## src/rtl/spi_flash_frame_rx.sv

```systemverilog
module spi_flash_frame_rx #(
  parameter int OP_COUNT = 7,
  parameter logic [OP_COUNT*16-1:0] OP_TABLE =
    {16'h12C0, 16'h3260, 16'h0240, 16'h6CA8, 16'h3B18, 16'h0B08, 16'h0300}
) (
  input  logic        clk,
  input  logic        rst_n,
  input  logic        cpol,
  input  logic        cpha,
  input  logic        sck,
  input  logic        csn,
  input  logic [3:0]  sio_in,
  output logic [3:0]  sio_out,
  output logic [3:0]  sio_oe,
  output logic        op_valid,
  output logic [7:0]  op_code,
  output logic        op_hit,
  output logic        addr_valid,
  output logic [31:0] addr,
  output logic        rx_valid,
  output logic [7:0]  rx_byte,
  input  logic [7:0]  tx_byte,
  output logic        tx_load
);
  localparam int ENTRY_W = 16;

  typedef enum logic [2:0] {S_IDLE, S_OPC, S_ADDR, S_DUMMY, S_DATA, S_SKIP} st_t;

  st_t         st;
  logic [1:0]  sck_sy, cs_sy;
  logic        sck_d;
  logic [3:0]  sio_s1, sio_s2;
  logic [7:0]  sh, txsh;
  logic [2:0]  bitcnt;
  logic [1:0]  abyte, lc;
  logic [3:0]  dcnt;
  logic        a4, wr;
  logic [23:0] addr_sh;

  wire cs_act = !cs_sy[1];
  wire samp   = cs_act && (sck_sy[1] != sck_d) && (sck_sy[1] == (cpol == cpha));
  wire [2:0] step = (st == S_DATA) ? (3'b001 << lc) : 3'b001;
  wire [3:0] bsum = {1'b0, bitcnt} + {1'b0, step};
  wire [7:0] ser_byte = {sh[6:0], sio_s2[0]};
  wire [7:0] par_byte = (lc == 2'd0) ? ser_byte :
                        (lc == 2'd1) ? {sh[5:0], sio_s2[1:0]} : {sh[3:0], sio_s2[3:0]};

  logic       hit;
  logic [7:0] attr;
  always_comb begin
    hit  = 1'b0;
    attr = '0;
    for (int i = 0; i < OP_COUNT; i++) begin
      if (OP_TABLE[i*ENTRY_W+8 +: 8] == ser_byte) begin
        hit  = 1'b1;
        attr = OP_TABLE[i*ENTRY_W +: 8];
      end
    end
  end

  wire drive = cs_act && (st == S_DATA) && !wr;
  assign sio_out = (lc == 2'd0) ? {2'b00, txsh[7], 1'b0} :
                   (lc == 2'd1) ? {2'b00, txsh[7:6]} : txsh[7:4];
  assign sio_oe  = !drive ? 4'b0000 :
                   (lc == 2'd0) ? 4'b0010 : (lc == 2'd1) ? 4'b0011 : 4'b1111;

  always_ff @(posedge clk or negedge rst_n) begin
    if (!rst_n) begin
      sck_sy <= '0; sck_d <= 1'b0; cs_sy <= 2'b11;
      sio_s1 <= '0; sio_s2 <= '0;
    end else begin
      sck_sy <= {sck_sy[0], sck}; sck_d <= sck_sy[1];
      cs_sy  <= {cs_sy[0], csn};
      sio_s1 <= sio_in; sio_s2 <= sio_s1;
    end
  end

  always_ff @(posedge clk or negedge rst_n) begin
    if (!rst_n) begin
      st <= S_IDLE; sh <= '0; txsh <= '0; bitcnt <= '0; abyte <= '0; lc <= '0;
      dcnt <= '0; a4 <= 1'b0; wr <= 1'b0; addr_sh <= '0;
      op_valid <= 1'b0; op_code <= '0; op_hit <= 1'b0; addr_valid <= 1'b0;
      addr <= '0; rx_valid <= 1'b0; rx_byte <= '0; tx_load <= 1'b0;
    end else begin
      op_valid <= 1'b0; addr_valid <= 1'b0; rx_valid <= 1'b0; tx_load <= 1'b0;
      if (!cs_act) begin
        st <= S_IDLE;
      end else begin
        case (st)
          S_IDLE: begin
            st <= S_OPC; bitcnt <= '0; abyte <= '0; addr_sh <= '0;
          end
          S_OPC: if (samp) begin
            sh <= ser_byte; bitcnt <= bsum[2:0];
            if (bitcnt == 3'd7) begin
              op_valid <= 1'b1; op_code <= ser_byte; op_hit <= hit;
              a4 <= attr[7]; wr <= attr[6]; lc <= attr[5:4]; dcnt <= attr[3:0];
              st <= hit ? S_ADDR : S_SKIP;
            end
          end
          S_ADDR: if (samp) begin
            sh <= ser_byte; bitcnt <= bsum[2:0];
            if (bitcnt == 3'd7) begin
              addr_sh <= {addr_sh[15:0], ser_byte};
              abyte   <= abyte + 2'd1;
              if (abyte == (a4 ? 2'd3 : 2'd2)) begin
                addr_valid <= 1'b1;
                addr <= {addr_sh, ser_byte};
                if (dcnt == 4'd0) begin
                  st <= S_DATA;
                  if (!wr) begin txsh <= tx_byte; tx_load <= 1'b1; end
                end else begin
                  st <= S_DUMMY;
                end
              end
            end
          end
          S_DUMMY: if (samp) begin
            dcnt <= dcnt - 4'd1;
            if (dcnt == 4'd1) begin
              st <= S_DATA;
              if (!wr) begin txsh <= tx_byte; tx_load <= 1'b1; end
            end
          end
          S_DATA: if (samp) begin
            bitcnt <= bsum[2:0];
            if (wr) begin
              sh <= par_byte;
              if (bsum[3]) begin rx_valid <= 1'b1; rx_byte <= par_byte; end
            end else if (bsum[3]) begin
              txsh <= tx_byte; tx_load <= 1'b1;
            end else begin
              txsh <= txsh << step;
            end
          end
          default: ;
        endcase
      end
    end
  end

  assert_single_op_R1: assert property (@(posedge clk) disable iff (!rst_n)
    op_valid |=> !op_valid);
  assert_strobe_excl_R2: assert property (@(posedge clk) disable iff (!rst_n)
    $onehot0({op_valid, addr_valid, rx_valid}));
  assert_addr_then_payload_R3: assert property (@(posedge clk) disable iff (!rst_n)
    addr_valid |-> (st == S_DUMMY || st == S_DATA));
  assert_abort_quiet_R8: assert property (@(posedge clk) disable iff (!rst_n)
    !cs_act |=> !(op_valid || addr_valid || rx_valid || tx_load));
  assert_oe_release_R8: assert property (@(posedge clk) disable iff (!rst_n)
    !cs_act |=> (sio_oe == 4'b0000));
endmodule

```

## config.mk

```make
export PLATFORM = sky130hd
export DESIGN_NAME = spi_flash_frame_rx
export DESIGN_NICKNAME = d
export VERILOG_FILES = /design/src/rtl/spi_flash_frame_rx.sv
export SDC_FILE = /design/constraint.sdc
export NUM_CORES = 1
export LEC_CHECK = 0
export ABC_AREA = 1
export BUFFER_PORTS_ARGS = -buffer_cell sky130_fd_sc_hd__buf_2
export CAP_MARGIN = 20
export CORE_AREA = 2 2 106 108
export CTS_CLUSTER_SIZE = 28
export DETAILED_ROUTE_END_ITERATION = 12
export DIE_AREA = 0 0 108 110
export PLACE_DENSITY = 0.82
export SETUP_SLACK_MARGIN = 0.1
export SLEW_MARGIN = 20
export SYNTH_ARGS = -nofsm -noshare
export SYNTH_HDL_FRONTEND = slang
export SYNTH_SLANG_ARGS = --single-unit
```

## constraint.sdc

```tcl
create_clock -name clk -period 4.4 [get_ports clk]
set_input_delay 0.44 -clock clk [delete_from_list [all_inputs] [get_ports clk]]
set_output_delay 0.44 -clock clk [all_outputs]
set_load 0.02 [all_outputs]
```

* Yosys cells after proc, flatten, opt, wreduce, memory -nomap -nowiden
Cells that the tools add are included.
W data, S select, Z words.
** Word-level totals
- Logic and storage cells :: 178
- Output and inout port bits :: 61
- Register bits after elaboration :: 121
** Operators by class
- Equal/unequal tests :: 38
- Add/sub/neg operators :: 3
- Multiplexer cells :: 85
- Bitwise operators :: 1
- Reduce and logical (&&, ||, !) cells :: 26
- Shift operators :: 2
** Operators with widths (count)
- $mux W8 :: 16
- $mux W24 :: 2
- $pmux W24 S2 :: 1
- $mux W3 :: 12
- $mux W4 :: 9
- $mux W1 :: 32
- $pmux W8 S3 :: 1
- $ne A2 B2 Y1 const B :: 11
- $mux W7 :: 3
- $ne A3 B3 Y1 const B :: 7
- $reduce_and A5 Y1 :: 4
- $eq A2 B8 Y1 const A :: 2
- $eq A6 B8 Y1 const A :: 2
- $pmux W7 S2 :: 1
- $pmux W3 S4 :: 1
- $reduce_and A10 Y1 :: 1
- $eq A4 B8 Y1 const A :: 1
- $eq A5 B8 Y1 const A :: 1
- $eq A7 B8 Y1 const A :: 1
- $pmux W4 S2 :: 1
- $reduce_and A4 Y1 :: 2
- $reduce_and A8 Y1 :: 1
- $reduce_bool A2 Y1 :: 4
- $shl A8 B3 Y8 :: 1
- other kinds (29) :: 38

* Depth between registers and ports, before layout
Gate-level depths: netlist (run 1).
- Word-level depth :: 13
- Gate-level depth with buffers :: 15
- Depth with buffers taken out :: 15

* Worst setup path before layout (run 1)
Ideal clock, no wire load.
- Kind :: register to register
- Start point :: register st[1]
- End point :: register rx_byte[0]
- Setup slack :: 1.971 ns
- Path buffers :: 1
- Data arrival time :: 2.296 ns
- Data required time :: 4.268 ns
- Stages on the path, launching flop included :: 14
- Path through :: dfrtp_1 > nor2_4 > nand2_4 > inv_2 > nand2_1 > nor2_1 > ha_1 > nand2_1 > nand2_1 > nor2_1 > nor3_1 > nand2_1 > clkbuf_1 > o21ai_0
** On the way
- Word-level cells in the longest chain between the ends :: 4
** Ends and longest elaborated chain
- start: declaration :: RTL line 29 : st_t st;
- start signal: assignment :: RTL line 98 : st <= hit ? S_ADDR : S_SKIP;
- $eq A3 B3 Y1 (*) :: RTL line 42, 89
- $mux W3 :: RTL line 42 : wire [2:0] step = (st == S_DATA) ? (3'b001 << lc) : 3'b001;
- $add A3 B3 Y4 :: RTL line 43 : wire [3:0] bsum = {1'b0, bitcnt} + {1'b0, step};
- $reduce_and A5 Y1 (no source line) (*)
- end signal: assignment :: RTL line 83 : addr <= '0; rx_valid <= 1'b0; rx_byte <= '0; tx_load <= 1'b0;
- end signal: assignment :: RTL line 129 : if (bsum[3]) begin rx_valid <= 1'b1; rx_byte <= par_byte; end
- end: declaration :: RTL line 21 : output logic [7:0] rx_byte,
Mark *: on every way between the ends. The rest lies on a longest branch, timed or not.
A chain may end at the register's enable or synchronous reset.

* Worst setup path after layout (run 1)
- Start point :: register st[1]
- End point :: register rx_byte[3]
The elaborated chain is that of the path after synthesis.

==> results of run 1 <==
==> flip-flops by register name, summed over array words and instances (netlist names), 3 cells and up <==
name / cells
sio_s1: 4
sh: 7
bitcnt: 3
rx_byte: 8
op_code: 8
st: 3
addr_sh: 24
dcnt: 4
addr: 32
sio_s2: 4
txsh: 8
==> cell families (layout without fill, tap and decap cells) <==
kind of cell             Yosys count  count (layout)  synth area share
AND/OR/NAND/NOR                  307             307             0.236
AO/OA/AOI/OAI                    122             122             0.118
flip-flops                       121             121             0.547
buffers and inverters            107             202            0.0793
adder cells (fa/ha/maj)            7               7            0.0172
XOR/XNOR                           2               2           0.00316
==> per-stage QoR <==
stage                     cells  cell area (µm²)  setup WS, ps  total power (µW)
after global routing        901             6560          1160              3400
after global placement      867             6020          1610              1990
after detailed placement    867             6020          1520              2020
after floorplan             666             5540          1970              1820
after CTS                   901             6560          1460              3230
final                       901             6560          1440              3230
==> worst paths after layout <==
path                       slack (ps)  depth (start not counted)          to       from
setup / recovery                 1440                         14  rx_byte[3]      st[1]
hold / removal                     20                          1   sio_s1[2]  sio_in[2]
setup reg to reg                 1440                         14  rx_byte[3]      st[1]
hold reg to reg                   350                          0   sck_sy[1]  sck_sy[0]
max in group asynchronous        2970                          3  addr_sh[6]      rst_n
min in group asynchronous         490                          2    addr[24]      rst_n
==> synthesized netlist by cell type, drive strengths merged <==
library cell / instances / area (µm²)
ha: 6 / 75.1
o31ai: 1 / 7.51
xnor2: 1 / 8.76
nand3: 38 / 200
buf: 13 / 86.3
dfrtp: 119 / 2980
nor2: 44 / 203
dfstp: 2 / 52.6
nor3: 3 / 15.0
a21oi: 10 / 61.3
o211ai: 3 / 22.5
inv: 87 / 327
nand2: 208 / 801
o22ai: 4 / 25.0
nor4: 1 / 6.26
nand4: 12 / 75.1
xor2: 1 / 8.76
o21ai: 100 / 504
fa: 1 / 20.0
nor3b: 1 / 7.51
a22oi: 1 / 7.51
clkbuf: 7 / 26.3
a21boi: 2 / 15.0
o221ai: 1 / 8.76
==> power by group through the flow <==
stage / clock, µW / sequential, µW / combinational [µW]
after floorplan: 0 / 1290 / 536
after global placement: 0 / 1330 / 667
after detailed placement: 0 / 1330 / 685
after CTS: 1230 / 1310 / 691
after global routing: 1280 / 1330 / 790
final: 1210 / 1320 / 700
==> cell type report <==
| type | instances | share of cell area |
|---|---|---|
| Multi-Input combinational cell | 438 | 0.316 |
| Inverter | 87 | 0.0498 |
| Tap cell | 140 | 0.0267 |
| Clock inverter | 14 | 0.0155 |
| Clock buffer | 18 | 0.0637 |
| Timing Repair Buffer | 83 | 0.0664 |
| Sequential cell | 121 | 0.462 |
==> worst reg2reg max path, cell delays in order (launching register included) <==
cell and delay (ps):
dfrtp_1 460, nor2_4 280, nand2_4 130, inv_2 220, nand2_1 110, nor2_1 230
ha_1 320, nand2_1 80, nand2_1 40, nor2_1 250, nor3_1 80, nand2_1 330
inv_1 160, nand2_1 90, nand2_1 50
==> per-layer routing <==
metal / up-vias / part of all wire / track usage
met5: - / 0 / 0
met4: 0 / 0.020 / 0.0861
met3: 27 / 0.070 / 0.0529
met2: 204 / 0.49 / 0.388
met1: 2250 / 0.42 / 0.303
li1: 2306 / - / -
==> repair_timing <==
item | in CTS | in global routing
hold buffers | 2 | 0
endpoints found under the setup margin | 0 | 0
hold endpoints to repair | 47 | 0
==> out/qor.yml, run 1 <==
sequential_share_of_power: 0.408
insertion_delay_ps: 520
worst_setup_path_end_kind: "register"
cpMaxStageDelayCell: "dfrtp_1"
mostFrequentLayoutCell: "nand2_1"
diodes_inserted: 0
cts-buffers-inserted: 17
dr_total_vias: 4787
initialDrtViolationCount: 540
ctsResizeCount: 0
area_occupied_by_multi_input_gates_um2: 2070
dieWidth_um: 108
gp_congestion: 0.923
detail_route.drc_violations: 0
post-cts-setup-buffers: 0
timing.critical_path.max_delay_family: "simple AND/OR/NAND/NOR gates"
internal_power_contribution_uw: 2100
setup.worst_path.start_class: "register"
min_path_type: "primary input to register"
clock_h_tree_levels: 4
worst_clock_skew_ps: 5.63
grt_antenna_before_repair: 0
finalHoldViolCount: 0
yosysWarnings: 0
tritoncts: "done"
switching_power_uw: 1130
total_of_buffers_placed_on_input_and_output_ports: 78
finalMaxSlewViolations: 0
synth.distinct_cells: 35
cts_root_buf: "clkbuf_8"
critical-path-top-cell-by-count: "nand2_1"
layout.core_utilization: 0.613
detailed_place_hpwl_mm: 8.96
initial_core_util: 0.518
crit_path_max_fanout: 14
routed_wire_length_per_instance_um: 14.4
drtAntennaViolNets: 0
seq_area_frac_synth: 0.547
max_clock_freq_ghz: 0.338
overall_routed_net_length_mm: 12.9
rsz0062_at_grt: "no"
cts_sinks: 121
finalNetCount: 773
postSynthNetCount: 691
filler_cell_count: 881
cts_max_path_buffers: 2
final_cell_mix: "nand2_1 (204), dfrtp_1 (119), inv_1 (79)"
grt_max_degree: 51
total_power_density_per_cell_area_nw_per_um2: 492
power.switching_fraction: 0.349
ff_latch_area_um2: 3030
syn-mean-instance-area_um2: 8.32
synth_seq_cells: 121
io_pins: 79
core_um2: 10700
std_cell_rows: 38
design.die.area_um2: 11900
worst_ep_required_time_ps: 4800
vdd_drop_max_uv: 274
final.hold.worst_slack_ps: 24.6
setup_viol: 0
final_layout_setup_total_negative_slack_ps: 0
firstDrtPassIters: 5
avgViaCountPerCell: 5.31
cts.reportedPaths.clkPinSlew_ps: 60
arrival_ps: 3360
cp.buffers_inverters: 2
globalRouteTotalUtil: 0.234
max_slew.worst_pin.slew_ps: 657
timing.setup.critical_path_class: "register to register"
drive_gt1_frac: 0.180
final_period_minus_worst_setup_slack_ps: 2960
grt_pass1_wl_mm: 21.7
clock_power_share: 0.375
first_global_vias: 4624
run_status: "finished, final reports clean"
floorplan.die.height_um: 110
comb_power_share: 0.217
leakage_uw: 0.00343
area_delta_synth_final_pct: 18.4
cap_viol_max_count: 0
netlist_area_um2: 5540
worstPathCellList: "nor2_4 -> nand2_4 -> inv_2 -> nand2_1 -> nor2_1 -> ha_1 -> nand2_1 -> nand2_1 -> nor2_1 -> nor3_1 -> nand2_1 -> inv_1 -> nand2_1 -> nand2_1"
timing.max_slew.rel_slack: 0.562
postSynthCellCount: 666
grt_remaining_overflow: 0
final_min_period_over_clock_period: 0.673
max_stage_delay_ps: 460
No activity file was read; power rests on OpenSTA's default activity.
==> run 2: changes to the inputs <==
- CORE_AREA: 2 2 106 108 -> 2 2 107 109
- DIE_AREA: 0 0 108 110 -> 0 0 109 111
- PLACE_DENSITY: 0.82 -> 0.84
- clock period: 4.4 -> 2.6 ns (I/O delays scaled with it)
==> run 2 against run 1 <==
Compared with the run above:
- global-route usage about the same
- clock power increased by 110%
- sequential share of layout area decreased by 2.0 points
- routed wire length increased by 3.0%
- critical endpoint is now rx_byte[1]
- non-clock buffer count increased by 16
- combinational power increased by 76%
- clock-buffer cell count increased by 2
- setup slack got worse by 1200 ps
- register-to-register slack got worse by 1200 ps
- total power increased by 87%
==> out/qor.yml, run 2 (synthesis results as in run 1) <==
run_status: "finished, final reports clean"
gp_congestion: 0.945
timing.critical_path.max_delay_family: "simple AND/OR/NAND/NOR gates"
total_power_density_per_cell_area_nw_per_um2: 881
final_layout_setup_total_negative_slack_ps: 0
internal_power_contribution_uw: 4160
drive_gt1_frac: 0.193
diodes_inserted: 0
design.die.area_um2: 12100
mostFrequentLayoutCell: "nand2_1"
max_slew.worst_pin.slew_ps: 662
setup_viol: 0
grt_antenna_before_repair: 0
finalNetCount: 789
cts_root_buf: "clkbuf_16"
cts-buffers-inserted: 17
worstHoldEndpoint: "txsh[0]"
overall_routed_net_length_mm: 13.3
worst_ep_required_time_ps: 2920
cap_viol_max_count: 0
detailed_place_hpwl_mm: 8.96
regMostFlops: "addr"
top_regs: "addr (32), addr_sh (24)"
timing.rr.end: "rx_byte[1]"
sequential_share_of_power: 0.369
routed_wire_length_per_instance_um: 14.5
stdcell_count: 920
io_pins: 79
cpMaxStageDelayCell: "dfrtp_1"
comb_power_share: 0.203
initial_core_util: 0.500
insertion_delay_ps: 410
cp.buffers_inverters: 2
hold_path.startpoint: "tx_byte[0]"
met2_length_mm: 6.57
met1_length_mm: 5.73
cts.reportedPaths.clkPinSlew_ps: 50
firstDrtPassIters: 5
vdd_drop_max_uv: 431
switching_power_uw: 1890
filler_cell_count: 869
area_occupied_by_multi_input_gates_um2: 2090
core_um2: 11100
clock_power_share: 0.428
timing.setup.critical_path_class: "register to register"
ff2ff_setup_slack_ps: 210
top_signal_layer_used: "met4"
rsz0062_at_grt: "no"
grt_remaining_overflow: 0
whs_path_depth: 3
place.detailed.instances: 881
grt_pass1_wl_mm: 22.1
first_global_vias: 4688
drtAntennaViolNets: 0
grt_max_degree: 53
largest_register_ff_count: 32
final.hold.worst_slack_ps: 125
max_stage_delay_ps: 510
worst_setup_path_end_kind: "register"
floorplan.die.height_um: 111
cts_sinks: 121
dieWidth_um: 109
initialDrtViolationCount: 408
finalHoldViolCount: 0
area_delta_synth_final_pct: 23.7
final_period_minus_worst_setup_slack_ps: 2390
globalRouteTotalUtil: 0.234
min_path_type: "primary input to register"
max_clock_freq_ghz: 0.418
crit_path_max_fanout: 10
critical-path-top-cell-by-count: "nand2_1"
clock_h_tree_levels: 4
dr_total_vias: 4846
ff_latch_area_um2: 3030
met3_length_um: 796
worst_clock_skew_ps: 9.02
avgViaCountPerCell: 5.27
power.switching_fraction: 0.312
total_of_buffers_placed_on_input_and_output_ports: 78
r2r.worst_path.cells: 12
finalMaxSlewViolations: 0
std_cell_rows: 39
worstPathCellList: "nand2_4 -> inv_2 -> nand2_1 -> nor2_1 -> ha_1 -> nand2_1 -> nor2_1 -> nor2_4 -> nor3_1 -> nand2_1 -> buf_4 -> o31ai_1"
final_min_period_over_clock_period: 0.920
arrival_ps: 2710
setup.worst_path.start_class: "register"
tritoncts: "done"
timing.max_slew.rel_slack: 0.558
leakage_uw: 0.00357
final_cell_mix: "nand2_1 (204), dfrtp_1 (119), inv_1 (79)"
detail_route.drc_violations: 0
cts_max_path_buffers: 2
r2r_start: "st[2]"
## run 2: worst max path at each step
stage	startpoint	end	slack [ps]	cells after the start
finish	st[2]	rx_byte[1]	210	12
detailed placement	st[1]	txsh[6]	190	15
CTS	st[1]	txsh[7]	120	15
global placement	st[1]	txsh[5]	330	15
floorplan	st[1]	rx_byte[0]	170	13
global route	st[2]	rx_byte[0]	90	13
## run 2: layer usage
layer	global-route usage	vias up
met3	0.0482	22
met2	0.381	186
li1	-	2318
met5	0	-
met1	0.309	2320
met4	0.0846	0
## run 2: worst min-delay path, stage by stage
cell and delay, ps:
buf_2 80, nand3_1 80, o21ai_1 80
## run 2: power groups by stage
stage	Sequential, µW	Clock, µW	Combinational [µW]
3_5_place_dp	2250	0	1180
2_1_floorplan	2180	0	907
3_3_place_gp	2250	0	1160
6_report	2230	2590	1230
4_1_cts	2220	2610	1210
5_1_grt	2250	2700	1360
## run 2: cell type report
cell class | count | area share
Clock buffer | 20 | 0.0666
Clock inverter | 12 | 0.0286
Inverter | 87 | 0.0476
Multi-Input combinational cell | 438 | 0.304
Sequential cell | 121 | 0.442
Tap cell | 143 | 0.0261
Timing Repair Buffer | 99 | 0.0847
## run 2: stage by stage
stage | power, µW | setup slack [ps] | instance area [µm²] | util
final | 6040 | 208 | 6860 | 0.619
after global routing | 6310 | 87.7 | 6860 | 0.619
after CTS | 6040 | 123 | 6840 | 0.618
after detailed placement | 3430 | 195 | 6120 | 0.552
after global placement | 3410 | 327 | 6120 | 0.552
after floorplan | 3080 | 171 | 5540 | -
## run 2: repair_timing
action	4_1_cts	5_1_grt
endpoints found under the hold margin	54	0
buffers inserted	0	0
setup endpoints to repair	0	14
gates resized for setup	0	4
hold buffers	7	0
